## config.mk

```make
export PLATFORM = sky130hd
export DESIGN_NAME = lattice_coef_codec
export DESIGN_NICKNAME = d
export VERILOG_FILES = /design/src/rtl/lattice_codec_pkg.sv /design/src/rtl/lattice_codec_dp.sv /design/src/rtl/lattice_codec_ctrl.sv /design/src/rtl/lattice_coef_codec.sv
export SDC_FILE = /design/constraint.sdc
export NUM_CORES = 1
export LEC_CHECK = 0
export ABC_AREA = 0
export BUFFER_PORTS_ARGS = -buffer_cell sky130_fd_sc_hd__buf_2
export CAP_MARGIN = 20
export CORE_MARGIN = 2
export CORE_UTILIZATION = 50
export DETAILED_ROUTE_END_ITERATION = 7
export PLACE_DENSITY = 0.66
export SLEW_MARGIN = 20
export SYNTH_ARGS = -nofsm -noshare
export SYNTH_HDL_FRONTEND = slang
export SYNTH_SLANG_ARGS = --single-unit
```

## constraint.sdc

```tcl
create_clock -name clk -period 16.6 [get_ports clk]
set_clock_uncertainty 0.05 [all_clocks]
set_input_delay 2.49 -clock clk [delete_from_list [all_inputs] [get_ports clk]]
set_output_delay 2.49 -clock clk [all_outputs]
set_load 0.02 [all_outputs]
```

## src/rtl/lattice_codec_pkg.sv

```systemverilog
package lattice_codec_pkg;

  typedef enum logic {
    MODE_SQUEEZE = 1'b0,
    MODE_EXPAND  = 1'b1
  } codecMode_t;

  typedef struct packed {
    logic adv;   // whole pipeline moves one stage this cycle
    logic take;  // an input item is captured into stage 1
  } codecStrobe_t;

  function automatic logic widthAllowed(input logic [3:0] d);
    logic ok;
    case (d)
      4'd1, 4'd4, 4'd5, 4'd10, 4'd11: ok = 1'b1;
      default:                        ok = 1'b0;
    endcase
    return ok;
  endfunction

endpackage

```

## src/rtl/lattice_codec_dp.sv

```systemverilog
module lattice_codec_dp
  import lattice_codec_pkg::*;
#(
  parameter int unsigned Q      = 3329,
  parameter int          COEF_W = 12,
  parameter int          DW     = 4,
  parameter int          MAX_D  = 11
) (
  input  logic              clk,
  input  logic              rstN,
  input  codecStrobe_t      strobe,
  input  logic              inMode,
  input  logic [DW-1:0]     inBits,
  input  logic [COEF_W-1:0] inData,
  output logic [COEF_W-1:0] outData,
  output logic              outErr
);

  // numerator for compress: x*2^(d+1) + q, largest with x = q-1, d = MAX_D
  localparam int NUM_W   = COEF_W + MAX_D + 1;
  localparam int unsigned DIV2Q = 2 * Q;
  localparam int SHIFT_K = NUM_W + $clog2(DIV2Q);
  localparam longint unsigned RECIP_L = ((64'd1 << SHIFT_K) + 64'(DIV2Q) - 64'd1) / 64'(DIV2Q);
  localparam int RECIP_W = $clog2(RECIP_L + 64'd1);
  localparam int PROD_W  = NUM_W + RECIP_W;

  localparam logic [NUM_W-1:0]  Q_N     = NUM_W'(Q);
  localparam logic [PROD_W-1:0] RECIP_P = PROD_W'(RECIP_L);

  // stage 1: numerator build and legality
  logic [NUM_W-1:0] xWide, dMask, halfUnit, numNext;
  logic             errNext;

  always_comb begin
    xWide    = NUM_W'(inData);
    dMask    = (NUM_W'(1) << inBits) - NUM_W'(1);
    halfUnit = (inBits == '0) ? '0 : (NUM_W'(1) << (inBits - DW'(1)));
    errNext  = !widthAllowed(4'(inBits));
    if (codecMode_t'(inMode) == MODE_SQUEEZE) begin
      if (inData >= COEF_W'(Q)) errNext = 1'b1;
      numNext = (xWide << (inBits + DW'(1))) + Q_N;
    end else begin
      numNext = ((xWide & dMask) * Q_N) + halfUnit;
    end
    if (errNext) numNext = '0;
  end

  logic [NUM_W-1:0] s1Num;
  logic             s1Mode, s1Err;
  logic [DW-1:0]    s1Bits;

  always_ff @(posedge clk or negedge rstN) begin
    if (!rstN) begin
      s1Num  <= '0;
      s1Mode <= 1'b0;
      s1Err  <= 1'b0;
      s1Bits <= '0;
    end else if (strobe.take) begin
      s1Num  <= numNext;
      s1Mode <= inMode;
      s1Err  <= errNext;
      s1Bits <= inBits;
    end
  end

  // stage 2: reciprocal product for compress, pass-through for decompress
  logic [PROD_W-1:0] s2Val;
  logic              s2Mode, s2Err;
  logic [DW-1:0]     s2Bits;

  always_ff @(posedge clk or negedge rstN) begin
    if (!rstN) begin
      s2Val  <= '0;
      s2Mode <= 1'b0;
      s2Err  <= 1'b0;
      s2Bits <= '0;
    end else if (strobe.adv) begin
      if (codecMode_t'(s1Mode) == MODE_SQUEEZE)
        s2Val <= PROD_W'(s1Num) * RECIP_P;
      else
        s2Val <= PROD_W'(s1Num);
      s2Mode <= s1Mode;
      s2Err  <= s1Err;
      s2Bits <= s1Bits;
    end
  end

  // stage 3: shift, wrap to d bits, zero on error
  logic [PROD_W-1:0] shifted, wrapped;

  always_comb begin
    if (codecMode_t'(s2Mode) == MODE_SQUEEZE) begin
      shifted = s2Val >> SHIFT_K;
      wrapped = shifted & ((PROD_W'(1) << s2Bits) - PROD_W'(1));
    end else begin
      shifted = s2Val >> s2Bits;
      wrapped = shifted;
    end
  end

  always_ff @(posedge clk or negedge rstN) begin
    if (!rstN) begin
      outData <= '0;
      outErr  <= 1'b0;
    end else if (strobe.adv) begin
      outData <= s2Err ? '0 : COEF_W'(wrapped);
      outErr  <= s2Err;
    end
  end

endmodule

```

## src/rtl/lattice_codec_ctrl.sv

```systemverilog
module lattice_codec_ctrl
  import lattice_codec_pkg::*;
#(
  parameter int POLY_N = 256
) (
  input  logic         clk,
  input  logic         rstN,
  input  logic         inValid,
  input  logic         outReady,
  output logic         inReady,
  output logic         outValid,
  output logic         outLast,
  output codecStrobe_t strobe
);

  localparam int STAGES = 3;
  localparam int CNT_W  = $clog2(POLY_N);
  localparam logic [CNT_W-1:0] CNT_TOP = CNT_W'(POLY_N - 1);

  logic [STAGES-1:0] vld;
  logic [CNT_W-1:0]  xferCnt;
  logic              adv;

  assign adv         = !vld[STAGES-1] || outReady;
  assign strobe.adv  = adv;
  assign strobe.take = adv && inValid;
  assign inReady     = adv;
  assign outValid    = vld[STAGES-1];
  assign outLast     = vld[STAGES-1] && (xferCnt == CNT_TOP);

  always_ff @(posedge clk or negedge rstN) begin
    if (!rstN) vld <= '0;
    else if (adv) vld <= {vld[STAGES-2:0], inValid};
  end

  always_ff @(posedge clk or negedge rstN) begin
    if (!rstN) xferCnt <= '0;
    else if (vld[STAGES-1] && outReady)
      xferCnt <= (xferCnt == CNT_TOP) ? '0 : xferCnt + CNT_W'(1);
  end

endmodule

```

## src/rtl/lattice_coef_codec.sv

```systemverilog
module lattice_coef_codec
  import lattice_codec_pkg::*;
#(
  parameter int unsigned Q      = 3329,
  parameter int          COEF_W = 12,
  parameter int          DW     = 4,
  parameter int          MAX_D  = 11,
  parameter int          POLY_N = 256
) (
  input  logic              clk,
  input  logic              rstN,
  input  logic              inValid,
  output logic              inReady,
  input  logic              inMode,
  input  logic [DW-1:0]     inBits,
  input  logic [COEF_W-1:0] inData,
  output logic              outValid,
  input  logic              outReady,
  output logic [COEF_W-1:0] outData,
  output logic              outErr,
  output logic              outLast
);

  codecStrobe_t strobe;

  lattice_codec_ctrl #(.POLY_N(POLY_N)) u_ctrl (
    .clk(clk), .rstN(rstN), .inValid(inValid), .outReady(outReady),
    .inReady(inReady), .outValid(outValid), .outLast(outLast), .strobe(strobe)
  );

  lattice_codec_dp #(.Q(Q), .COEF_W(COEF_W), .DW(DW), .MAX_D(MAX_D)) u_dp (
    .clk(clk), .rstN(rstN), .strobe(strobe), .inMode(inMode),
    .inBits(inBits), .inData(inData), .outData(outData), .outErr(outErr)
  );

endmodule

```

==> flow_metrics.env <==
export IMPL_status="completed"
export IMPL_synth_top_family_by_area="adder cells"
export IMPL_fp_row_count=75
export IMPL_ys_flop_type="dfrtp_1"
export IMPL_antenna_cells=0
export IMPL_synth_simple_gate_area_share_pct=9.91
export IMPL_ant_nets=0
export IMPL_cts_setup_buffers=0
export IMPL_r2r_start="u_dp.s1Num[9]"
export IMPL_setup_slack_ns=7.62
export IMPL_synth_xor_area_share_pct=3.07
export IMPL_synth_edff_count=0
export IMPL_hp_start="u_ctrl.vld[1]"
export IMPL_max_stage_delay_ns=0.70
export IMPL_slowest_stage="a21boi_0"
export IMPL_cp_arrival_ns=9.22
export IMPL_vias=16100
export IMPL_synth_mux_area_share_pct=5.73
export IMPL_grt_max_degree=58
export IMPL_worst_setup_path_type="primary input to flop"
export IMPL_dieArea_mm2=0.0445
export IMPL_ys_seq_area_share_pct=11.6
export IMPL_dp_final_hpwl_um=48900
export IMPL_cts_hold_buf=0
export IMPL_clockBufferDepth=2
export IMPL_numCtsBuffers=9
export IMPL_cts_tree="yes"
export IMPL_crit_fanout=22
export IMPL_synth_compound_area_share_pct=12.4
export IMPL_place_ws_ns=7.30
export IMPL_clock_latency_ns=0.40
export IMPL_clock_sinks=99
export IMPL_gp_congestion=0.984
export IMPL_cp_start_kind="primary input"
export IMPL_wire_per_inst_um=20.1
export IMPL_vias_per_cell=5.65
export IMPL_finalCriticalPeriod_ns=8.98
export IMPL_clkSlewWorstSetupHoldPaths_ns=0.08
export IMPL_synth_fa_ha_area_share_pct=47.3
export IMPL_rsz0062_at_grt="no"
export IMPL_syn_inst=2312
export IMPL_endpoint_kind="flop"
export IMPL_clock_root_buffer="clkbuf_16"
export IMPL_tightest_slew_ns=1.05
export IMPL_mostFrequentLayoutCell="inv_1"
export IMPL_cts_htree_levels=3
export IMPL_grt_pass1_wl_um=91700
export IMPL_min_path_type="flop to flop"
export IMPL_cp_required_ns=16.83
export IMPL_ioPinCount=37
export IMPL_floorplan_initialDensity_pct=50.8
export IMPL_critical_path_startpoint="inBits[0]"
export IMPL_port_buffers=36
export IMPL_synth_nets=2955
export IMPL_antenna_found_initial=2
export IMPL_ys_ff_latch=99
export IMPL_finalSetupViolCount=0
export IMPL_cts_resized=0
export IMPL_final_nets=2942
export IMPL_drtIter0Drc=1194
export IMPL_hold_viol_final=0
export IMPL_drc_errors=0
export IMPL_synthArstFlopShare_pct=100
export IMPL_timing_setup_tns_ns=0
export IMPL_fin_crit_sh_pct=54.1
export IMPL_crit_top_cell="ha_1"
export IMPL_core_area_mm2=0.0421
export IMPL_area_growth_pct=4.51
export IMPL_clock_fmax_mhz=111
export IMPL_grt_util_all_layers_pct=26.9
export IMPL_yosysWarnings=0
export IMPL_die_h_um=211
export IMPL_drive_above_1_share_pct=5.34
export IMPL_avgSynthCellArea_um2=9.26
export IMPL_firstDrtPassIters=5
export IMPL_die_x_um=211
export IMPL_synth_area_mm2=0.0214
export IMPL_drv_slew=0
export IMPL_final_cell_mix="inv_1, fa_1, ha_1"
export IMPL_drt_wl_total_um=57100
export IMPL_grt_pass1_vias=16900
export IMPL_slew_limit_headroom_pct=29.7
export IMPL_cap_violations=0
export IMPL_ys_types=83
export IMPL_grt_overflow=0
export IMPL_crit_path_cell_trace="buf_2, inv_1, ha_1, nand2_1, ha_1, o21ai_0, o311ai_0, a21boi_0, ha_1, fa_1, ha_1, ha_1, ha_1, ha_1, a211o_1, o22ai_1, nor2_1, or3_1, o2111ai_1, mux2i_1, a21oi_1, a211o_1"
-- metrics by stage --
stage / cell area (µm²) / utilization, % / std cells / hold slack, ns
final: 22400 / 53.1 / 2843 / 0.411
after global routing: 22400 / 53.1 / 2843 / 0.450
after CTS: 22400 / 53.1 / 2843 / 0.417
after detailed placement: 22100 / 52.3 / 2827 / 0.398
after global placement: 22100 / 52.3 / 2827 / 0.392
after floorplan: 21400 / - / 2312 / 0.380
-- routing by layer --
metal | wire length (µm) | part of all wire [%] | track usage (%)
met4 | 2540 | 4.5 | 11.3
met2 | 28000 | 49 | 47.0
met5 | 0 | 0 | 0
met1 | 24100 | 42 | 33.9
met3 | 2410 | 4.2 | 2.93
-- flip-flops by register name, summed over array words and instances, names as in the netlist --
register and count:
u_dp.s2Val 39, u_ctrl.vld 3, u_dp.s1Bits 4, u_dp.s2Bits 4
u_dp.outData 12, u_ctrl.xferCnt 8, u_dp.s2Mode 1, u_dp.s1Err 1
u_dp.outErr 1, u_dp.s1Mode 1, u_dp.s2Err 1, u_dp.s1Num 24
-- Yosys cell counts, types with 8 or more instances --
| cell | instances | share of area, % |
|---|---|---|
| nand2b_1 | 16 | 0.47 |
| o21ai_0 | 100 | 2.3 |
| nand3_1 | 24 | 0.56 |
| or2_2 | 10 | 0.29 |
| nand4_1 | 15 | 0.44 |
| mux4_2 | 19 | 2.0 |
| o2111ai_1 | 9 | 0.37 |
| o211ai_1 | 19 | 0.67 |
| nor2_1 | 112 | 2.0 |
| xor2_1 | 30 | 1.2 |
| mux2_2 | 15 | 0.79 |
| xnor2_1 | 45 | 1.8 |
| a211oi_1 | 20 | 0.70 |
| a31oi_1 | 9 | 0.26 |
| nor3_1 | 30 | 0.70 |
| dfrtp_1 | 99 | 12 |
| fa_1 | 311 | 29 |
| and2_1 | 17 | 0.50 |
| nand2_1 | 136 | 2.4 |
| inv_1 | 494 | 8.7 |
| mux2i_1 | 58 | 2.7 |
| a21oi_1 | 127 | 3.0 |
| and3_1 | 16 | 0.47 |
| or3_1 | 10 | 0.29 |
| nor2b_1 | 18 | 0.53 |
| clkbuf_1 | 54 | 0.95 |
| o21a_1 | 16 | 0.56 |
| a221o_1 | 8 | 0.37 |
| ha_1 | 311 | 18 |
| buf_1 | 10 | 0.18 |
| a21o_1 | 29 | 1.0 |
-- path summary, 6_finish.rpt --
check	endpoint	slack, ns	depth (start not counted)
max in group asynchronous	u_dp.s1Num[19]	13.27	2
setup / recovery	u_dp.s1Num[22]	7.62	22
min in group asynchronous	u_ctrl.xferCnt[7]	2.02	1
hold / removal	u_ctrl.vld[1]	0.41	2
setup reg to reg	u_dp.s2Val[44]	8.79	20
hold reg to reg	u_ctrl.vld[1]	0.41	2
-- cells by family (layout without fill, tap and decap cells) --
| group | Yosys count | after routing |
|---|---|---|
| AO/OA/AOI/OAI | 415 | 415 |
| XOR/XNOR | 75 | 75 |
| adder cells (fa/ha/maj) | 622 | 622 |
| buffers and inverters | 567 | 559 |
| flip-flops | 99 | 99 |
| multiplexers | 96 | 96 |
| AND/OR/NAND/NOR | 438 | 438 |
-- critical path: cells and delay by family --
family | cells | cell delay (ns)
compound gates | 8 | 2.16
fa+ha+maj | 8 | 2.94
simple gates | 3 | 0.68
buf+inv | 2 | 0.72
mux | 1 | 0.22
-- layout make-up --
| class | count | area [µm²] |
|---|---|---|
| fill | 3881 | 19800 |
| multi-input combinational | 1646 | 16800 |
| sequential | 99 | 2480 |
| inverter | 495 | 1860 |
| tap | 539 | 674 |
| timing repair buffer | 48 | 273 |
| clock buffer | 9 | 225 |
| clock inverter | 7 | 88.8 |
Power is left out: the tool's default activity adds up to more than one toggle a clock period on the data nets, which glitch-free logic cannot reach.
